File: src/rtl/supply_guard.sv
module supply_guard #(
  parameter logic [5:0] CFG_RST = 6'h05
) (
  input  logic       clk,
  input  logic       por_in,
  input  logic       below_dlo,
  input  logic       below_dhi,
  input  logic       below_wlo,
  input  logic       below_whi,
  input  logic       stop_mode,
  input  logic       cfg_we,
  input  logic [5:0] cfg_wdata,
  input  logic       flag_clr_we,
  input  logic [1:0] flag_clr,
  output logic [5:0] cfg_q,
  output logic       sys_rst,
  output logic       irq,
  output logic       det_flag,
  output logic       warn_flag,
  output logic       src_por,
  output logic       src_lv,
  output logic       deep_stop_block
);
  localparam int B_EN = 0, B_SE = 1, B_RE = 2, B_IE = 3, B_DH = 4, B_WH = 5;

  logic [3:0] sy1, sy2;
  logic       por_hold, lv_hold;

  wire det_below  = cfg_q[B_DH] ? sy2[1] : sy2[0];
  wire warn_below = cfg_q[B_WH] ? sy2[3] : sy2[2];
  wire active     = cfg_q[B_EN] & (~stop_mode | cfg_q[B_SE]);
  wire trip       = active & cfg_q[B_RE] & det_below & ~sys_rst;
  wire por_next   = por_hold & sy2[0];
  wire lv_next    = trip | (lv_hold & det_below);
  wire det_set    = active & cfg_q[B_IE] & ~cfg_q[B_RE] & det_below;
  wire warn_set   = active & warn_below;
  wire clr_det    = flag_clr_we & flag_clr[0];
  wire clr_warn   = flag_clr_we & flag_clr[1];

  always_ff @(posedge clk or posedge por_in) begin
    if (por_in) begin
      sy1       <= 4'hF;
      sy2       <= 4'hF;
      cfg_q     <= CFG_RST;
      por_hold  <= 1'b1;
      lv_hold   <= 1'b0;
      sys_rst   <= 1'b1;
      det_flag  <= 1'b0;
      warn_flag <= 1'b0;
      src_por   <= 1'b1;
      src_lv    <= 1'b1;
    end else begin
      sy1      <= {below_whi, below_wlo, below_dhi, below_dlo};
      sy2      <= sy1;
      if (cfg_we) cfg_q <= cfg_wdata;
      por_hold <= por_next;
      lv_hold  <= lv_next;
      sys_rst  <= por_next | lv_next;
      if (trip) begin
        src_por <= 1'b0;
        src_lv  <= 1'b1;
      end
      det_flag  <= clr_det  ? 1'b0 : (det_flag  | det_set);
      warn_flag <= clr_warn ? 1'b0 : (warn_flag | warn_set);
    end
  end

  assign irq             = det_flag & cfg_q[B_IE];
  assign deep_stop_block = cfg_q[B_EN] & cfg_q[B_SE];
endmodule

File: config.mk
export PLATFORM = sky130hd
export DESIGN_NAME = supply_guard
export DESIGN_NICKNAME = d
export VERILOG_FILES = /design/src/rtl/supply_guard.sv
export SDC_FILE = /design/constraint.sdc
export NUM_CORES = 1
export LEC_CHECK = 0
export ABC_AREA = 0
export BUFFER_PORTS_ARGS = -buffer_cell sky130_fd_sc_hd__buf_4
export CAP_MARGIN = 40
export CORE_UTILIZATION = 37
export CTS_BUF_LIST = sky130_fd_sc_hd__clkbuf_4 sky130_fd_sc_hd__clkbuf_8
export DETAILED_ROUTE_END_ITERATION = 6
export PLACE_DENSITY = 0.61
export SLEW_MARGIN = 5
export SYNTH_ARGS = -nofsm -noshare
export SYNTH_HDL_FRONTEND = slang
export SYNTH_SLANG_ARGS = --single-unit
File: constraint.sdc
create_clock -name clk -period 1.16 [get_ports clk]
set_input_delay 0 -clock clk [delete_from_list [all_inputs] [get_ports clk]]
set_output_delay 0 -clock clk [all_outputs]
set_load 0.01 [all_outputs]
==> results.py <==
metrics = {
    "outcome": {
        "status": "finished, final reports clean",
    },
    "sta": {
        "setup_violations": 0,
        "final.period_utilization_pct": 95.71,
        "timing.fmax_mhz": 900.7,
        "hold_viol": 0,
        "slew_viol_final": 0,
        "finalCriticalPeriod_ns": 1.110,
        "tns_ns": 0,
        "clock_skew_ns": 0.001299,
        "rsz0062_at_grt": "false",
    },
    "logic_synthesis": {
        "synth_most_common_cell": "dfstp_2",
        "synth_seq_cells": 20,
        "syn_area_per_cell_sq_um": 15.24,
        "ys_types": 20,
        "syn_inst": 49,
        "synth_nets": 66,
        "synth.cells.most_frequent": "dfstp_2, dfrtp_1, mux2_2",
        "yosysTopAreaCell": "dfstp_2",
        "synth_top_area_share_pct": 45.73,
        "synth_area_sq_um": 747.0,
        "synth_edf_count": 0,
        "synth-async-reset-ratio_pct": 100.0,
        "ys_top_cells_by_area": "dfstp_2, dfrtp_1, mux2_2",
        "ys_warn_count": 0,
        "yosysSeqAreaShare_pct": 69.18,
        "synthFlopType": "dfstp_2",
    },
    "power_and_ir_drop": {
        "p_per_area_nw_per_um2": 1206,
        "ir_drop_uv": 791.3,
        "sw_frac_of_total_pct": 22.49,
        "p_int_uw": 1135,
        "p_leak_uw": 0.0005626,
        "pwr-share-clk_pct": 26.1,
        "power_switching_uw": 329.2,
        "seq_power_share_pct": 54.5,
        "pwr-share-comb_pct": 19.5,
    },
    "critical_path": {
        "cp_max_fo": 4,
        "critPathRequiredTime_ns": 1.38,
        "crit_arrival_ns": 1.33,
        "critical_path_class": "input port to register",
        "crit_path_end_kind": "register",
        "cp_top_family": "buffers and inverters",
        "path_buf_inv": 3,
        "critPathLaunch": "cfg_we",
        "reg2reg_from": "sy2[0]$_DFF_PP1_",
        "r2r_slack_ns": 0.07,
        "worstSetupStartpointType": "input port",
        "slowest_stage": "dlygate4sd3_1",
        "max_stage_delay_ns": 0.55,
        "path_cells": "dlygate4sd3_1, buf_6, nand2_1, dlygate4sd3_1, o21ai_0",
        "critPathMostFrequentCell": "dlygate4sd3_1",
    },
    "route": {
        "drt_iter0_markers": 1,
        "wl_per_cell_um": 10.98,
        "num_vias": 552,
        "drt.antenna.violating_nets": 0,
        "wirelength_um": 1373,
        "vias_per_cell": 4.416,
        "drc": 0,
        "dr.pass1.iters": 2,
    },
    "clocking": {
        "cts.sinks": 20,
        "cts_tree": "yes",
        "clkTransAtPathRegs_ns": 0.10,
        "insertion_delay_ns": 0.29,
        "cts-htree-levels": 1,
        "clockRootBuffer": "clkbuf_4",
        "clockBufferDepth": 2,
        "cts_made_buffers": 3,
    },
    "finish": {
        "drive_gt1_share_pct": 59.00,
        "syn_to_final_growth_pct": 62.48,
        "finalNetCount": 118,
        "final_area_sq_um": 1214,
        "antenna_cells": 0,
    },
    "floorplanning": {
        "core-area_sq_um": 1802,
        "die_w_um": 46.93,
        "start_util_pct": 41.46,
        "dieArea_sq_um": 2202,
        "boundaryPins": 30,
        "num_rows": 15,
        "chipHeight_um": 46.93,
    },
    "place": {
        "numPortBuffers": 28,
        "place.gp.congestion": 0.7839,
        "placed_cell_area_sq_um": 983.4,
    },
    "global_routing": {
        "grt_overflow": 0,
        "antenna_found_initial": 0,
        "grt_pass1_wl_um": 2028,
        "grt_pass1_vias": 507,
        "grt_max_degree": 21,
        "track_usage_pct": 13.72,
    },
    "worst_hold_path": {
        "hold_start": "stop_mode",
        "hp-class": "input port to register",
    },
    "flow_run": {
        "cap_violations": 0,
    },
}
[kinds of logic (layout without fill, tap and decap cells)]
logic type	Yosys count	count (layout)	synth area share [%]
other cells	1	1	0.5020
flops	20	20	69.18
compound gates	8	8	8.208
mux	7	7	10.38
buf+inv	6	57	3.684
simple gates	7	7	8.039
[power by group through the flow]
stage / clock (uW) / combinational (uW) / sequential (uW)
after floorplan: 0 / 93.7 / 825
after global placement: 0 / 222 / 814
after global routing: 420 / 312 / 807
after CTS: 404 / 277 / 797
after detailed placement: 0 / 224 / 815
final: 382 / 285 / 797
[state kept, by name, indices dropped and copies added (netlist names)]
signal,cells
sy1,4
sy2,4
por_hold,1
cfg_q,6
src_por,1
lv_hold,1
warn_flag,1
det_flag,1
sys_rst,1
[layout make-up]
cell class	count	area (sq um)
Multi-Input combinational cell	23	202.7
Tap cell	25	31.28
Clock buffer	4	36.28
Inverter	4	15.01
Fill cell	150	588.1
Timing Repair Buffer	49	411.6
Sequential cell	20	516.7
[timing repair]
item | CTS | global route
setup buffers | 1 | 3
setup endpoints to repair | 1 | 1
hold endpoints to repair | 32 | 0
hold buffers | 16 | 0
gates resized for setup | 0 | 1
[worst reg2reg max path, delay by kind of cell (launching register included)]
family / cells / cell delay, ns
multiplexers: 1 / 0.09
AO/OA/AOI/OAI: 1 / 0.23
flip-flops: 1 / 0.53
AND/OR/NAND/NOR: 1 / 0.17
[per-stage QoR]
stage               hold WS (ns)  setup WS [ns]  total power, uW  std cells  utilization [%]
floorplan               -0.04581         0.1075            918.7         49                -
global placement         0.03995        0.09212             1036        101            54.58
detailed placement       0.04239        0.07085             1039        101            54.58
CTS                      0.01609        0.03051             1477        122            65.90
global route             0.02902       0.008724             1539        125            67.36
finish                   0.03082        0.04973             1464        125            67.36
[placed cells by master (no fill, tap or decap)]
cell	synthesis	final
dfstp_2	13	13
dlygate4sd3_1	0	16
o21ai_0	1	1
nand2_1	1	1
dfrtp_1	7	7
a31oi_1	1	1
clkbuf_4	0	3
o31a_1	1	1
clkbuf_8	0	1
mux2i_1	1	1
buf_6	0	1
inv_1	4	4
a21oi_1	2	2
nand2b_4	1	1
a221oi_2	1	1
conb_1	1	1
o21bai_1	1	1
mux2_2	6	6
buf_4	1	32
and2_1	3	3
a41oi_1	1	1
nor2_1	1	1
nand3b_4	1	1
[routing by layer]
layer  track usage (%)  vias up  wire [um]
li1                  -      263          -
met5                 0        -          0
met4             8.571        0          8
met2             23.33       24        708
met1             16.09      263        578
met3             2.308        2         78
[path summary, 6_finish.rpt]
check / endpoint / depth (start not counted)
hold reg to reg: sy2[0]$_DFF_PP1_ / 0
max in group asynchronous: cfg_q[2]$_DFFE_PP1P_ / 4
hold / removal: det_flag$_DFF_PP0_ / 4
setup reg to reg: src_por$_DFFE_PP1P_ / 3
min in group asynchronous: lv_hold$_DFF_PP0_ / 4
setup / recovery: cfg_q[2]$_DFFE_PP1P_ / 5
Note: power is estimated with default switching activity, not from simulation.
